<file path="config.mk">
export PLATFORM = sky130hd
export DESIGN_NAME = bus_matcher_top
export DESIGN_NICKNAME = d
export VERILOG_FILES = /design/src/rtl/bm_pkg.sv /design/src/rtl/bm_cfg_latch.sv /design/src/rtl/bm_unpacker.sv /design/src/rtl/bm_packer.sv /design/src/rtl/bus_matcher_top.sv
export SDC_FILE = /design/constraint.sdc
export NUM_CORES = 1
export LEC_CHECK = 0
export BUFFER_PORTS_ARGS = -buffer_cell sky130_fd_sc_hd__buf_2
export CORE_MARGIN = 4
export CORE_UTILIZATION = 40
export CTS_CLUSTER_DIAMETER = 30
export DETAILED_ROUTE_END_ITERATION = 8
export GPL_TIMING_DRIVEN = 0
export PLACE_DENSITY = 0.67
export SYNTH_ARGS = -nofsm -noshare
export SYNTH_HDL_FRONTEND = slang
export SYNTH_SLANG_ARGS = --single-unit
</file>
<file path="constraint.sdc">
create_clock -name clk -period 1.7 [get_ports clk]
set_input_delay 0.34 -clock clk [delete_from_list [all_inputs] [get_ports clk]]
set_output_delay 0.34 -clock clk [all_outputs]
set_load 0.02 [all_outputs]
</file>
<file path="src/rtl/bm_pkg.sv">
package bm_pkg;
  localparam int LANES_MAX = 4;
  localparam int CNT_W     = $clog2(LANES_MAX);

  typedef struct packed {
    logic big_endian;
    logic byte_lanes;
  } bm_cfg_t;

  // Position of the piece handled at transfer number k.
  function automatic logic [CNT_W-1:0] lane_pos(bm_cfg_t c, logic [CNT_W-1:0] k);
    logic [CNT_W-1:0] last;
    last = c.byte_lanes ? CNT_W'(LANES_MAX - 1) : CNT_W'(LANES_MAX / 2 - 1);
    return c.big_endian ? CNT_W'(last - k) : k;
  endfunction

  function automatic logic [CNT_W-1:0] last_count(bm_cfg_t c);
    return c.byte_lanes ? CNT_W'(LANES_MAX - 1) : CNT_W'(LANES_MAX / 2 - 1);
  endfunction
endpackage

</file>
<file path="src/rtl/bm_cfg_latch.sv">
module bm_cfg_latch
  import bm_pkg::*;
(
  input  logic    clk,
  input  logic    rst_n,
  input  logic    pin_big_endian,
  input  logic    pin_byte_lanes,
  output bm_cfg_t cfg
);
  // Track the pins while reset is low and freeze on release.
  always_ff @(posedge clk) begin
    if (!rst_n) begin
      cfg.big_endian <= pin_big_endian;
      cfg.byte_lanes <= pin_byte_lanes;
    end
  end
endmodule

</file>
<file path="src/rtl/bm_unpacker.sv">
module bm_unpacker
  import bm_pkg::*;
#(
  parameter int WIDE_W = 36
) (
  input  logic                clk,
  input  logic                rst_n,
  input  bm_cfg_t             cfg,
  input  logic                in_valid,
  output logic                in_ready,
  input  logic [WIDE_W-1:0]   in_data,
  output logic                out_valid,
  input  logic                out_ready,
  output logic [WIDE_W/2-1:0] out_data
);
  localparam int BYTE_W = WIDE_W / LANES_MAX;
  localparam int HALF_W = WIDE_W / 2;

  logic [WIDE_W-1:0] hold_q;
  logic [CNT_W-1:0]  cnt_q;
  logic              busy_q;
  logic [CNT_W-1:0]  pos;
  logic [BYTE_W-1:0] byte_sel;

  assign in_ready  = !busy_q;
  assign out_valid = busy_q;
  assign pos       = lane_pos(cfg, cnt_q);

  always_comb begin
    byte_sel = '0;
    for (int i = 0; i < LANES_MAX; i++) begin
      if (pos == CNT_W'(i)) byte_sel = hold_q[i*BYTE_W +: BYTE_W];
    end
    if (cfg.byte_lanes) begin
      out_data = '0;
      out_data[BYTE_W-1:0] = byte_sel;
    end else begin
      out_data = pos[0] ? hold_q[WIDE_W-1:HALF_W] : hold_q[HALF_W-1:0];
    end
  end

  always_ff @(posedge clk or negedge rst_n) begin
    if (!rst_n) begin
      hold_q <= '0;
      cnt_q  <= '0;
      busy_q <= 1'b0;
    end else if (!busy_q) begin
      if (in_valid) begin
        hold_q <= in_data;
        cnt_q  <= '0;
        busy_q <= 1'b1;
      end
    end else if (out_ready) begin
      if (cnt_q == last_count(cfg)) begin
        busy_q <= 1'b0;
        cnt_q  <= '0;
      end else begin
        cnt_q <= cnt_q + 1'b1;
      end
    end
  end
endmodule

</file>
<file path="src/rtl/bm_packer.sv">
module bm_packer
  import bm_pkg::*;
#(
  parameter int WIDE_W = 36
) (
  input  logic                clk,
  input  logic                rst_n,
  input  bm_cfg_t             cfg,
  input  logic                in_valid,
  output logic                in_ready,
  input  logic [WIDE_W/2-1:0] in_data,
  output logic                out_valid,
  input  logic                out_ready,
  output logic [WIDE_W-1:0]   out_data
);
  localparam int BYTE_W = WIDE_W / LANES_MAX;
  localparam int HALF_W = WIDE_W / 2;

  logic [WIDE_W-1:0] acc_q;
  logic [WIDE_W-1:0] acc_next;
  logic [CNT_W-1:0]  cnt_q;
  logic              done_q;
  logic [CNT_W-1:0]  pos;

  assign in_ready  = !done_q;
  assign out_valid = done_q;
  assign out_data  = acc_q;
  assign pos       = lane_pos(cfg, cnt_q);

  always_comb begin
    acc_next = acc_q;
    if (cfg.byte_lanes) begin
      for (int i = 0; i < LANES_MAX; i++) begin
        if (pos == CNT_W'(i)) acc_next[i*BYTE_W +: BYTE_W] = in_data[BYTE_W-1:0];
      end
    end else if (pos[0]) begin
      acc_next[WIDE_W-1:HALF_W] = in_data;
    end else begin
      acc_next[HALF_W-1:0] = in_data;
    end
  end

  always_ff @(posedge clk or negedge rst_n) begin
    if (!rst_n) begin
      acc_q  <= '0;
      cnt_q  <= '0;
      done_q <= 1'b0;
    end else if (done_q) begin
      if (out_ready) done_q <= 1'b0;
    end else if (in_valid) begin
      acc_q <= acc_next;
      if (cnt_q == last_count(cfg)) begin
        cnt_q  <= '0;
        done_q <= 1'b1;
      end else begin
        cnt_q <= cnt_q + 1'b1;
      end
    end
  end
endmodule

</file>
<file path="src/rtl/bus_matcher_top.sv">
module bus_matcher_top
  import bm_pkg::*;
#(
  parameter int WIDE_W = 36
) (
  input  logic                clk,
  input  logic                rst_n,
  input  logic                cfg_big_endian,
  input  logic                cfg_byte_lanes,
  input  logic                wide_in_valid,
  output logic                wide_in_ready,
  input  logic [WIDE_W-1:0]   wide_in_data,
  output logic                nar_out_valid,
  input  logic                nar_out_ready,
  output logic [WIDE_W/2-1:0] nar_out_data,
  input  logic                nar_in_valid,
  output logic                nar_in_ready,
  input  logic [WIDE_W/2-1:0] nar_in_data,
  output logic                wide_out_valid,
  input  logic                wide_out_ready,
  output logic [WIDE_W-1:0]   wide_out_data
);
  bm_cfg_t cfg_q;

  bm_cfg_latch u_cfg (
    .clk(clk), .rst_n(rst_n),
    .pin_big_endian(cfg_big_endian), .pin_byte_lanes(cfg_byte_lanes),
    .cfg(cfg_q)
  );

  bm_unpacker #(.WIDE_W(WIDE_W)) u_split (
    .clk(clk), .rst_n(rst_n), .cfg(cfg_q),
    .in_valid(wide_in_valid), .in_ready(wide_in_ready), .in_data(wide_in_data),
    .out_valid(nar_out_valid), .out_ready(nar_out_ready), .out_data(nar_out_data)
  );

  bm_packer #(.WIDE_W(WIDE_W)) u_merge (
    .clk(clk), .rst_n(rst_n), .cfg(cfg_q),
    .in_valid(nar_in_valid), .in_ready(nar_in_ready), .in_data(nar_in_data),
    .out_valid(wide_out_valid), .out_ready(wide_out_ready), .out_data(wide_out_data)
  );
endmodule

</file>
# --- Yosys cells after proc, flatten, opt, wreduce, memory -nomap -nowiden ---
# Index checks and enable logic that the tools add are counted.
word_totals:
  regBits: 80
  in_bits: 62
  out_inout_bits: 58
classes:
  addsub: 4
  n_eq_ne: 14
  n_mux: 29
  n_bitwise: 2
  n_reduce_logical: 13
ops:
  columns: ["op", "n"]
  rows:
  - ["2-to-1 mux 18 bit", 4]
  - ["2-to-1 mux 9 bit", 8]
  - ["2-to-1 mux 36 bit", 1]
  - ["2-to-1 mux 2 bit", 8]
  - ["AND reduction 4 bit", 4]
  - ["equality test 2 bit, second input constant", 4]
  - ["2-to-1 mux 1 bit", 8]
  - ["!= test 2 x 1 -> 1 bit, second input constant", 4]
  - ["AND reduction 2 bit", 3]
  - ["adder 2 x 1 -> 2 bit, second input constant", 2]
  - ["equality test 2 x 1 -> 1 bit, second input constant", 2]
  - ["equality test 2 bit", 2]
  - ["zero test 2 bit", 2]
  - ["!= test 2 bit, second input constant", 2]
  - ["nonzero test 2 bit", 2]
  - ["subtractor 2 bit", 2]
  - ["zero test 1 bit", 2]
  - ["inverter 1 bit", 2]

# --- Logic depth before layout (Yosys ltp) ---
# Gate-level depths: netlist of the first run.
depth:
  word_depth: 9
  depth_mapped: 6

# --- Hierarchy ---
# Synthesis of the first run repeated with hierarchy kept, for this count alone.
unflattened:
  cells_unflattened: 348
  area_unflattened_um2: 4242.8
modules_own_cells:
  columns: ["module", "instances", "cells_each", "area_per_inst_um2"]
  rows:
  - ["bm_unpacker", 1, 227, 2403.6]
  - ["bm_packer", 1, 118, 1775.5]
  - ["bm_cfg_latch", 1, 3, 63.8]

# --- Least setup slack after synthesis of the first run ---
# OpenSTA, ideal clock, no wires.
synth_timing:
  path_type: "register to output"
  from: "register u_cfg.cfg[1] (netlist name)"
  to: "output port nar_out_data[8]"
  arrival_time_ns: 1.757
  required_ns: 1.360
  setup_slack_ns: -0.397
  path_stages_with_launch: 6
  n_path_buf: 2
  path_cell_list: "edfxtp_1 -> buf_6 -> xnor2_2 -> clkbuf_1 -> nand2_1 -> a32oi_1"
synth_via:
  elab_chain_len: 7
  elab_cells_between_ends: 11
  cone_classes: "3 x eq/ne; 7 x mux; 1 x reduce/logical"
synth_rtl:
  columns: ["element", "line_no", "rtl"]
  rows:
  - ["2-to-1 mux 2 bit (*)", "bm_pkg.sv:14", "return c.big_endian ? CNT_W'(last - k) : k;"]
  - ["zero test 2 bit", "bm_unpacker.sv:32", "if (pos == CNT_W'(i)) byte_sel = hold_q[i*BYTE_W +: BYTE_W];"]
  - ["2-to-1 mux 9 bit (4 in series)", "bm_unpacker.sv:32", null]
  - ["2-to-1 mux 18 bit (*)", "bm_unpacker.sv:34", "if (cfg.byte_lanes) begin"]
  - ["end, declared", "bus_matcher_top.sv:15", "output logic [WIDE_W/2-1:0] nar_out_data,"]
# Every way passes the cells marked *; elsewhere a longest branch is shown, timed or not.

# --- Worst setup path in the final report of the first run ---
layout_timing:
  from: "register u_split.cnt_q[1]"
  to: "output port nar_out_data[6]"
layout_via:
  elab_chain_len: 8
  elab_cells_between_ends: 11
  cone_classes: "1 x add/sub; 3 x eq/ne; 6 x mux; 1 x reduce/logical"
layout_rtl:
  columns: ["element", "line_no", "rtl"]
  rows:
  - ["start, declared", "bm_unpacker.sv:20", "logic [CNT_W-1:0] cnt_q;"]
  - ["start signal, assigned", "bm_unpacker.sv:58", "cnt_q <= cnt_q + 1'b1;"]
  - ["subtractor 2 bit", "bm_pkg.sv:14", null]
  - ["2-to-1 mux 2 bit (*)", "bm_pkg.sv:14", null]
  - ["zero test 2 bit", "bm_unpacker.sv:32", null]
  - ["2-to-1 mux 9 bit (3 in series)", "bm_unpacker.sv:32", null]
  - ["2-to-1 mux 9 bit (*)", "bm_unpacker.sv:32", null]
  - ["2-to-1 mux 18 bit (*)", "bm_unpacker.sv:34", null]
# Marked as above.

==> flow_summary.toml, run 1 <==
[timing]
post-route-min-period_ns = 2.30
maxSlewHeadroom = 0.663
setup-violations-final = 54
final_worst_clock_skew_ns = 0.00920
finalCritPeriodShare = 1.35
timing_max_transition_violations_final = 0
setup-tns-final_ns = -15.04
worst_slack_ns = -0.601
max_clock_freq_ghz = 0.435
final.hold.worst_slack_ns = 0.154
grt_setup_unrepaired = "yes"
final_hold_viol_count = 0
tightestPinTransition_ns = 0.505

[clock_tree]
clk_latency_ns = 0.37
tritoncts_num_sinks = 80
clock_tree_from_tritoncts = "built"
clk_path_buf_depth = 2
clkSlewWorstSetupHoldPaths_ns = 0.09
cts_root_buffer = "sky130_fd_sc_hd__clkbuf_8"
h-tree-depth = 3
num_cts_buffers = 9

[route]
detailedRoute.firstIterationViolations = 203
remaining_drc_errors = 0
antenna_violating_nets_post_route = 0
routed_wire_length_per_instance_um = 20.1
detailedRoute.firstPassIterationCount = 5
dr_total_vias = 3631
routed_wl_mm = 13.4
route.detailed.vias_per_inst = 5.47

[logic_synthesis]
synthCells = 364
syn_area_um2 = 4160
yosysSeqAreaShare = 0.484
synth_warnings = 0
synth_cell_types = 41
dominantRegCellSynth = "sky130_fd_sc_hd__dfrtp_1"
number_of_enable_flip_flop_cells_after_synthesis = 2
async_reset_ff_frac = 0.975
syn_avg_cell_area_um2 = 11.4
synth-seq-cells = 80
syn-num-nets = 426

[floorplan]
floorplan.rows = 36
coreArea_um2 = 9950
initial_utilization = 0.418
pin_count = 120
die_w_um = 110
die_area_um2 = 12100
floorplan.die.height_um = 110

[critical_path]
critical-path-top-delay-family = "flip-flops"
critical_path_class = "reg -> out"
cp-startpoint = "u_split.cnt_q[1]"
critPathRequiredTime_ns = 1.36
timing.critical_path.cells = "buf_8 -> xnor2_4 -> nor3_2 -> a311oi_2 -> a31oi_4 -> buf_6"
critPathSlowestCell = "sky130_fd_sc_hd__dfrtp_2"
startpoint_type = "register"
r2r_startpoint = "u_cfg.cfg[1]"
arrival_ns = 1.96
crit_path_end_kind = "primary output"
critical_path.max_fanout = 6
cp.buffers_inverters = 2
critPathMaxStageDelay_ns = 0.47

[layout]
synthToLayoutAreaGrowth_pct = 52.8
layout.area.seq_um2 = 2010
post-route-util = 0.639
layout-drive-gt1-share = 0.597
multiInputGateArea_um2 = 2530
fill_cells = 776
final-instance-count-excl-fill = 664
num_antenna_cells = 0
final_nets = 588
final_cell_area_um2 = 6360

[global_route]
grt_start_max_net_pins = 59
grt_pass1_vias = 3689
antenna_violations_before_repair = 0
global_route.usage.total = 0.212
gr-total-overflow = 0
grt_first_pass_wirelength_mm = 19.4

[power]
power_density_nw_per_um2 = 2100
finalPower_mw = 13.4
sequentialPowerShare = 0.284
power.ir.vdd_worst_mv = 1.09
total_leakage_power_nw = 2.84
p_sw_frac = 0.426
cell_internal_pwr_mw = 7.68
combinationalPowerShare = 0.593
power_switching_mw = 5.69
clock_network_fraction_of_design_power = 0.123

[min_path]
hold_path.startpoint = "cfg_byte_lanes"
worstHoldPathType = "in -> reg"

[place]
dpl_worst_slack_ns = -0.405
detailed_place_hpwl_mm = 8.64
cell_total_after_placement = 617
io_buffers = 119
detailed_place.area_um2 = 5240
routabilityCongestion = 0.815

[run]
max_cap_violations = 0

[status]
result_of_the_run = "finished, violations left"
violated_checks = "setup timing"
==> layout make-up <==
class,instances,share of cell area
multi-input cells,246,0.398
flip-flops and latches,80,0.317
repair buffers,151,0.172
plain buffers,23,0.0405
well taps,133,0.0262
clock buffers,9,0.0195
clock inverters,7,0.0173
inverters,15,0.0100
==> repair_timing <==
| item | CTS | global route |
|---|---|---|
| hold buffers | 1 | 0 |
| gates cloned | 2 | 4 |
| setup endpoints to repair | 84 | 70 |
| resized for setup | 85 | 74 |
| buffers inserted | 12 | 12 |
| endpoints found under the hold margin | 21 | 0 |
| pin swaps | 10 | 22 |
==> kinds of logic (layout without fill, tap and decap cells) <==
| kind of cell | count (synthesis) | count (layout) | synth area share |
|---|---|---|---|
| DFF | 80 | 80 | 0.484 |
| and+or+nand+nor | 83 | 83 | 0.0881 |
| buffers and inverters | 38 | 205 | 0.0418 |
| muxes | 95 | 95 | 0.257 |
| xor gates and xnor gates | 6 | 6 | 0.0199 |
| AOI/OAI and AO/OA | 62 | 62 | 0.110 |
==> power by group through the flow <==
| stage | logic, mW | clock network [mW] | registers, mW |
|---|---|---|---|
| global placement | 5.76 | 0 | 3.63 |
| floorplan | 3.85 | 0 | 4.03 |
| global route | 8.39 | 1.74 | 3.93 |
| CTS | 6.91 | 1.66 | 3.69 |
| detailed placement | 5.93 | 0 | 3.69 |
| finish | 7.93 | 1.65 | 3.79 |
==> flip-flops by register name, indices dropped and copies added (netlist names) <==
register	count
u_merge.out_data	36
u_split.hold_q	36
u_cfg.cfg	2
u_merge.cnt_q	2
u_split.cnt_q	2
u_merge.out_valid	1
u_split.out_valid	1
==> metal layers <==
layer  part of all wire  vias up  GRT usage
li1                   -     1642          -
met2               0.50      136      0.342
met4              0.023        0     0.0721
met3              0.057       33     0.0367
met5                  0        -          0
met1               0.42     1820      0.288
==> worst paths after layout <==
kind | to | cells after the start | slack [ns]
max reg2reg | u_merge.out_data[16] | 7 | -0.27
min | u_cfg.cfg[0] | 1 | 0.15
max in group asynchronous | u_split.cnt_q[1] | 3 | 0.69
min in group asynchronous | u_split.hold_q[35] | 2 | 0.40
max | nar_out_data[6] | 6 | -0.60
min reg2reg | u_merge.out_data[0] | 1 | 0.51
==> cells in the mapped netlist (all sizes together), types with 3 or more instances <==
cell	count	share of area
dfrtp	78	0.47
mux2	54	0.15
nand2	46	0.042
mux2i	37	0.089
a21oi	23	0.028
buf	16	0.022
nor2	16	0.014
inv	14	0.013
o2bb2ai	9	0.019
clkbuf	7	0.0063
and3	6	0.0090
o21ai	5	0.0060
xnor2	5	0.016
a221oi	4	0.0084
a22o	4	0.0084
a32oi	4	0.0084
mux4	4	0.022
nor2b	4	0.0060
o32ai	4	0.0084
nor3	3	0.0036
==> placed cells by master (no fill, tap or decap), types with 7 or more instances in the layout <==
cell type / instances
sky130_fd_sc_hd__mux2i_1: 34
sky130_fd_sc_hd__a21oi_1: 9
sky130_fd_sc_hd__buf_2: 103
sky130_fd_sc_hd__a21oi_4: 12
sky130_fd_sc_hd__dfrtp_1: 76
sky130_fd_sc_hd__mux2_2: 36
sky130_fd_sc_hd__mux2_4: 18
sky130_fd_sc_hd__inv_1: 13
sky130_fd_sc_hd__buf_4: 15
sky130_fd_sc_hd__buf_8: 7
sky130_fd_sc_hd__nor2_1: 15
sky130_fd_sc_hd__nand2_2: 11
sky130_fd_sc_hd__clkbuf_8: 11
sky130_fd_sc_hd__nand2_1: 30
sky130_fd_sc_hd__buf_6: 34
sky130_fd_sc_hd__o2bb2ai_1: 8
Power figures use the tool's default switching activity.
==> run 2: changes to the inputs <==
Settings changed: ABC_AREA set to 1.
==> run 2 against run 1 <==
  * The run still ends with setup timing left
  * Setup slack gained 0.073 ns
  * Worst hold slack gained 0.012 ns
  * First-iteration DRC count grew 16%
  * Routed wire length shrank 13%
  * Combinational power shrank 32%
  * Critical path depth grew 5
  * Final cell count grew 13%
  * Fmax grew 3.3%
  * Die area shrank 3.9%
  * Critical endpoint is now nar_out_data[0]
  * Highest routed layer unchanged
==> flow_summary.toml, run 2 <==
[route]
detailedRoute.firstIterationViolations = 236
routed-wl-met2_mm = 5.48
routed_wl_mm = 11.6
met1_length_mm = 4.86
route.detailed.vias_per_inst = 5.09
dr_total_vias = 3817
highest_routed_metal_layer = "met4"
routed_wire_length_per_instance_um = 15.4
met3_wirelength_um = 989
antenna_violating_nets_post_route = 0
detailedRoute.firstPassIterationCount = 5
remaining_drc_errors = 0

[place]
detailed_place_hpwl_mm = 8.24
routabilityCongestion = 0.843
dpl_worst_slack_ns = -0.314
io_buffers = 119

[logic_synthesis]
synth-xor-area-share = 0.00220
synthCells = 467
synth-seq-cells = 80
synth_simple_gate_area_share = 0.279
combinational_family_with_the_most_area_after_synthesis = "simple AND/OR/NAND/NOR gates"
syn-num-nets = 529
synth_cell_types = 25
syn_area_um2 = 3990
synth.top_cells.by_count = "176 x sky130_fd_sc_hd__nand2_1, 78 x sky130_fd_sc_hd__dfrtp_1, 35 x sky130_fd_sc_hd__mux2_2"
synth-adder-area-share = 0
synth.area.mux_share = 0.0988
synth_area_leader_cell = "sky130_fd_sc_hd__dfrtp_1"
synth.most_common_cell = "sky130_fd_sc_hd__nand2_1"
syn_avg_cell_area_um2 = 8.54
async_reset_ff_frac = 0.975
number_of_enable_flip_flop_cells_after_synthesis = 2
synth_compound_area_frac = 0.0549
synth.top_cell.area_share = 0.489
yosysSeqAreaShare = 0.505
synth_warnings = 0
ys_top_cells_by_area = "sky130_fd_sc_hd__dfrtp_1 49%, sky130_fd_sc_hd__nand2_1 17%, sky130_fd_sc_hd__mux2_2 9.9%, sky130_fd_sc_hd__nand4_1 5.2%, sky130_fd_sc_hd__inv_1 2.6%"
dominantRegCellSynth = "sky130_fd_sc_hd__dfrtp_1"

[timing]
setup-violations-final = 18
worst_slack_ns = -0.528
grt_setup_unrepaired = "yes"
tightestPinTransition_ns = 0.488
timing_max_transition_violations_final = 0
post-route-min-period_ns = 2.23
final_worst_clock_skew_ns = 0.0103
final_hold_viol_count = 0
finalCritPeriodShare = 1.31
maxSlewHeadroom = 0.674
max_clock_freq_ghz = 0.449

[global_route]
global_route.usage.total = 0.202
grt_first_pass_wirelength_mm = 18.4
grt_start_max_net_pins = 41
antenna_violations_before_repair = 0
grt_pass1_vias = 3688
gr-total-overflow = 0

[layout]
layout-drive-gt1-share = 0.442
fill_cells = 915
layout.cells.most_common_list = "152 x sky130_fd_sc_hd__nand2_1, 108 x sky130_fd_sc_hd__buf_2, 77 x sky130_fd_sc_hd__dfrtp_1"
final_nets = 674
num_antenna_cells = 0
multiInputGateArea_um2 = 1950
layout.area.seq_um2 = 2010
layout.cells.most_common = "sky130_fd_sc_hd__nand2_1"
synthToLayoutAreaGrowth_pct = 37.9

[critical_path]
r2r_startpoint = "u_cfg.cfg[1]"
crit_path_end_kind = "primary output"
critical_path_class = "reg -> out"
ff2ff_setup_slack_ns = 0.08
startpoint_type = "register"
critPathSlowestCell = "sky130_fd_sc_hd__edfxtp_1"
arrival_ns = 1.89
cp-startpoint = "u_cfg.cfg[1]"
critPathRequiredTime_ns = 1.36
critical_path.max_fanout = 4
critPathMaxStageDelay_ns = 0.51
timing.critical_path.cells = "inv_4 -> nand2_4 -> nand2_8 -> buf_12 -> nand2_4 -> nand2_2 -> nand2_1 -> nand2_1 -> nor2_1 -> nor2_2 -> buf_6"

[floorplan]
initial_utilization = 0.410
coreArea_um2 = 9730
floorplan.die.height_um = 108
floorplan.rows = 36
die_w_um = 108
pin_count = 120
die_area_um2 = 11600

[clock_tree]
clock_tree_from_tritoncts = "built"
h-tree-depth = 3
tritoncts_num_sinks = 80
num_cts_buffers = 9
clk_latency_ns = 0.35
clkSlewWorstSetupHoldPaths_ns = 0.08
clk_path_buf_depth = 2
cts_root_buffer = "sky130_fd_sc_hd__clkbuf_8"

[status]
result_of_the_run = "finished, violations left"
violated_checks = "setup timing"

[power]
finalPower_mw = 10.2
power.ir.vdd_worst_mv = 1.15
power_density_nw_per_um2 = 1850
total_leakage_power_nw = 2.86

[min_path]
hold_path.startpoint = "cfg_byte_lanes"
worstHoldPathType = "in -> reg"

[run]
max_cap_violations = 0
## run 2: worst max-delay path: cells and delay by family (launching register included)
kind	cells	cell delay, ns
simple gates	8	0.62
flops	1	0.51
buf+inv	3	0.41
## run 2: cells by family (layout without fill, tap and decap cells)
logic type / after synthesis / in the layout
compound gates: 43 / 43
xor+xnor: 1 / 1
buf+inv: 55 / 204
flops: 80 / 80
mux: 35 / 35
simple gates: 253 / 254
## run 2: path summary, 6_finish.rpt
kind | depth (start not counted) | endpoint
max reg2reg | 9 | u_merge.out_data[34]
min in group asynchronous | 2 | u_merge.out_data[16]
min | 1 | u_cfg.cfg[0]
max in group asynchronous | 3 | u_split.cnt_q[0]
min reg2reg | 2 | u_merge.out_data[11]
max | 11 | nar_out_data[0]
## run 2: routing by layer
layer  GRT usage  vias up
li1            -     1822
met1       0.274     1797
met2       0.327      176
met3      0.0402       22
met4      0.0604        0
met5           0        -
## run 2: metrics by stage
stage | utilization | cells | hold slack, ns | TNS [ns] | cell area, µm²
floorplan | - | 467 | 0.0444 | -0.110 | 4040
global placement | 0.494 | 719 | 0.449 | -26.77 | 4800
detailed placement | 0.496 | 720 | 0.353 | -4.88 | 4820
CTS | 0.547 | 747 | 0.154 | -7.96 | 5330
global route | 0.565 | 750 | 0.166 | -10.21 | 5500
finish | 0.565 | 750 | 0.166 | -8.01 | 5500
## run 2: repair_timing
action                                  CTS  global route
buffers inserted                          6             2
hold endpoints to repair                 39             0
endpoints found under the setup margin   24            47
pin swaps                                17            14
gates resized for setup                  76            41
cloned                                    4             1
hold buffers                              1             0
## run 2: report_power, final
group / switching, mW / total (mW) / internal (mW)
combinational: 3.14 / 5.43 / 2.29
sequential: 0.668 / 3.48 / 2.81
clock: 0.728 / 1.27 / 0.537
total: 4.54 / 10.2 / 5.64
## run 2: layout make-up
cell class,count,share of cell area
buffer,23,0.0332
inverter,32,0.0244
tap,133,0.0303
multi-input combinational,333,0.355
timing repair buffer,133,0.160
clock buffer,10,0.0232
clock inverter,6,0.00797
sequential,80,0.366
==> run 3: changes to the inputs <==
Settings changed: CORE_ASPECT_RATIO set to 1.4, PLACE_DENSITY 0.67 to not set.
Clock period 1.7 ns to 2.1 ns, I/O delays scaled along.
==> run 3 against run 2 <==
  * The flow still finishes with violations (setup timing)
  * Cell area fell by 0.61%
  * Utilization rose by 0.31 points
  * Clock-buffer cell count fell by 1
  * Global-route usage rose by 0.59 points
  * Setup slack improved by 0.37 ns
  * Final cell count rose by 0.40%
  * Highest routed layer unchanged
==> flow_summary.toml, run 3 (synthesized netlist as in run 2, its figures left out) <==
[floorplan]
coreArea_um2 = 9620
floorplan.rows = 42
die_w_um = 92.4
die_area_um2 = 11700
pin_count = 120
initial_utilization = 0.415
floorplan.die.height_um = 126

[min_path]
hold_path.startpoint = "cfg_big_endian"
hold_depth = 1
worstHoldEndpoint = "u_cfg.cfg[1]"
worstHoldPathType = "in -> reg"

[clock_tree]
clock_tree_from_tritoncts = "built"
h-tree-depth = 3
tritoncts_num_sinks = 80
num_cts_buffers = 9
clk_latency_ns = 0.34
clkSlewWorstSetupHoldPaths_ns = 0.06
cts_root_buffer = "sky130_fd_sc_hd__clkbuf_16"
clk_path_buf_depth = 2

[critical_path]
timing.critical_path.cells = "inv_2 -> nand2_2 -> nand2_8 -> buf_6 -> nand2_1 -> nand2_1 -> nand2_1 -> nand2_1 -> nor2_1 -> nor2_1 -> buf_4"
critical-path-top-delay-family = "simple AND/OR/NAND/NOR gates"
arrival_ns = 1.84
crit_path_end_kind = "primary output"
path_common_cell = "sky130_fd_sc_hd__nand2_1"
critical_path_class = "reg -> out"
r2r.worst_path.cells = 13
critical_path.max_fanout = 6
critPathRequiredTime_ns = 1.68
ff2ff_setup_slack_ns = 0.33
critPathSlowestCell = "sky130_fd_sc_hd__dfrtp_1"
r2r_startpoint = "u_cfg.cfg[0]"
cp.buffers_inverters = 3
startpoint_type = "register"
critPathMaxStageDelay_ns = 0.45
worst_r2r_endpoint = "u_merge.out_data[8]"

[power]
sequentialPowerShare = 0.326
finalPower_mw = 8.58
power_switching_mw = 3.59
total_leakage_power_nw = 2.90
power_density_nw_per_um2 = 1570
power.ir.vdd_worst_mv = 0.730
p_sw_frac = 0.418
cell_internal_pwr_mw = 5.00
clock_network_fraction_of_design_power = 0.202
combinationalPowerShare = 0.472

[layout]
layout.cells.most_common = "sky130_fd_sc_hd__nand2_1"
synthToLayoutAreaGrowth_pct = 37.0
layout.cells.most_common_list = "161 x sky130_fd_sc_hd__nand2_1, 107 x sky130_fd_sc_hd__buf_2, 78 x sky130_fd_sc_hd__dfrtp_1"
fill_cells = 890
final_nets = 678
layout-drive-gt1-share = 0.390
multiInputGateArea_um2 = 1820
num_antenna_cells = 0
layout.area.seq_um2 = 2010

[global_route]
grt_start_max_net_pins = 73
grt_pass1_vias = 3854
gr-total-overflow = 0
antenna_violations_before_repair = 0
global_route.usage.total = 0.208
grt_first_pass_wirelength_mm = 19.0

[timing]
worst_slack_ns = -0.159
grt_setup_unrepaired = "yes"
timing_max_transition_violations_final = 0
finalCritPeriodShare = 1.08
final_worst_clock_skew_ns = 0.00774
post-route-min-period_ns = 2.26
maxSlewHeadroom = 0.646
tightestPinTransition_ns = 0.531
final_hold_viol_count = 0
max_clock_freq_ghz = 0.443
final.hold.worst_slack_ns = 0.256
setup-violations-final = 15

[status]
violated_checks = "setup timing"
result_of_the_run = "finished, violations left"

[run]
max_cap_violations = 0

[route]
detailedRoute.firstIterationViolations = 197
routed_wire_length_per_instance_um = 15.8
route.detailed.vias_per_inst = 5.01
routed_wl_mm = 11.9
met3_wirelength_um = 827
dr_total_vias = 3771
highest_routed_metal_layer = "met4"
detailedRoute.firstPassIterationCount = 4
met1_length_mm = 4.58
routed-wl-met2_mm = 6.30
remaining_drc_errors = 0
antenna_violating_nets_post_route = 0

[place]
io_buffers = 119
detailed_place_hpwl_mm = 8.49
routabilityCongestion = 0.830
## run 3: per-stage QoR
stage	TNS (ns)	instance area [µm²]	setup WS (ns)	util	instances
detailed placement	-0.0554	4780	-0.0245	0.497	719
floorplan	0	3990	0.202	-	467
global placement	-0.487	4750	-0.203	0.494	718
CTS	-1.53	5380	-0.139	0.560	752
finish	-1.33	5460	-0.159	0.568	753
global route	-2.99	5460	-0.242	0.568	753
## run 3: worst max path at each step
| stage | startpoint | endpoint | slack, ns | cells past startpoint |
|---|---|---|---|---|
| global route | u_cfg.cfg[1] | nar_out_data[5] | -0.24 | 9 |
| global placement | rst_n | u_cfg.cfg[0] | -0.20 | 2 |
| floorplan | u_cfg.cfg[0] | nar_out_data[5] | 0.20 | 9 |
| detailed placement | u_cfg.cfg[0] | nar_out_data[2] | -0.02 | 10 |
| finish | u_split.cnt_q[0] | nar_out_data[3] | -0.16 | 11 |
| CTS | u_cfg.cfg[1] | nar_out_data[1] | -0.14 | 11 |
## run 3: area by class of cell
cell class                 count  area share
multi-input combinational    332       0.334
buffer                        23      0.0332
tap                          132      0.0302
clock inverter                 7      0.0185
inverter                      32      0.0234
clock buffer                   9      0.0412
timing repair buffer         138       0.151
sequential                    80       0.368
## run 3: power groups by stage
stage	Sequential, mW	Clock, mW	Combinational [mW]
finish	2.80	1.73	4.05
global route	2.89	1.84	4.42
CTS	2.79	1.76	3.93
detailed placement	2.79	0	3.55
global placement	2.77	0	3.48
floorplan	3.07	0	2.07
## run 3: timing repair
action                     in CTS  in global routing
hold endpoints to repair        7                  0
setup endpoints to repair      18                 18
pin swaps                       6                  9
hold buffers                    1                  0
setup buffers                  14                  1
cloned                          2                  0
gates resized for setup        59                 24
## run 3: routing by layer
metal | GRT usage | vias to the layer above
met5 | 0 | -
met4 | 0.0752 | 0
met3 | 0.0483 | 12
met2 | 0.375 | 147
met1 | 0.237 | 1779
li1 | - | 1833
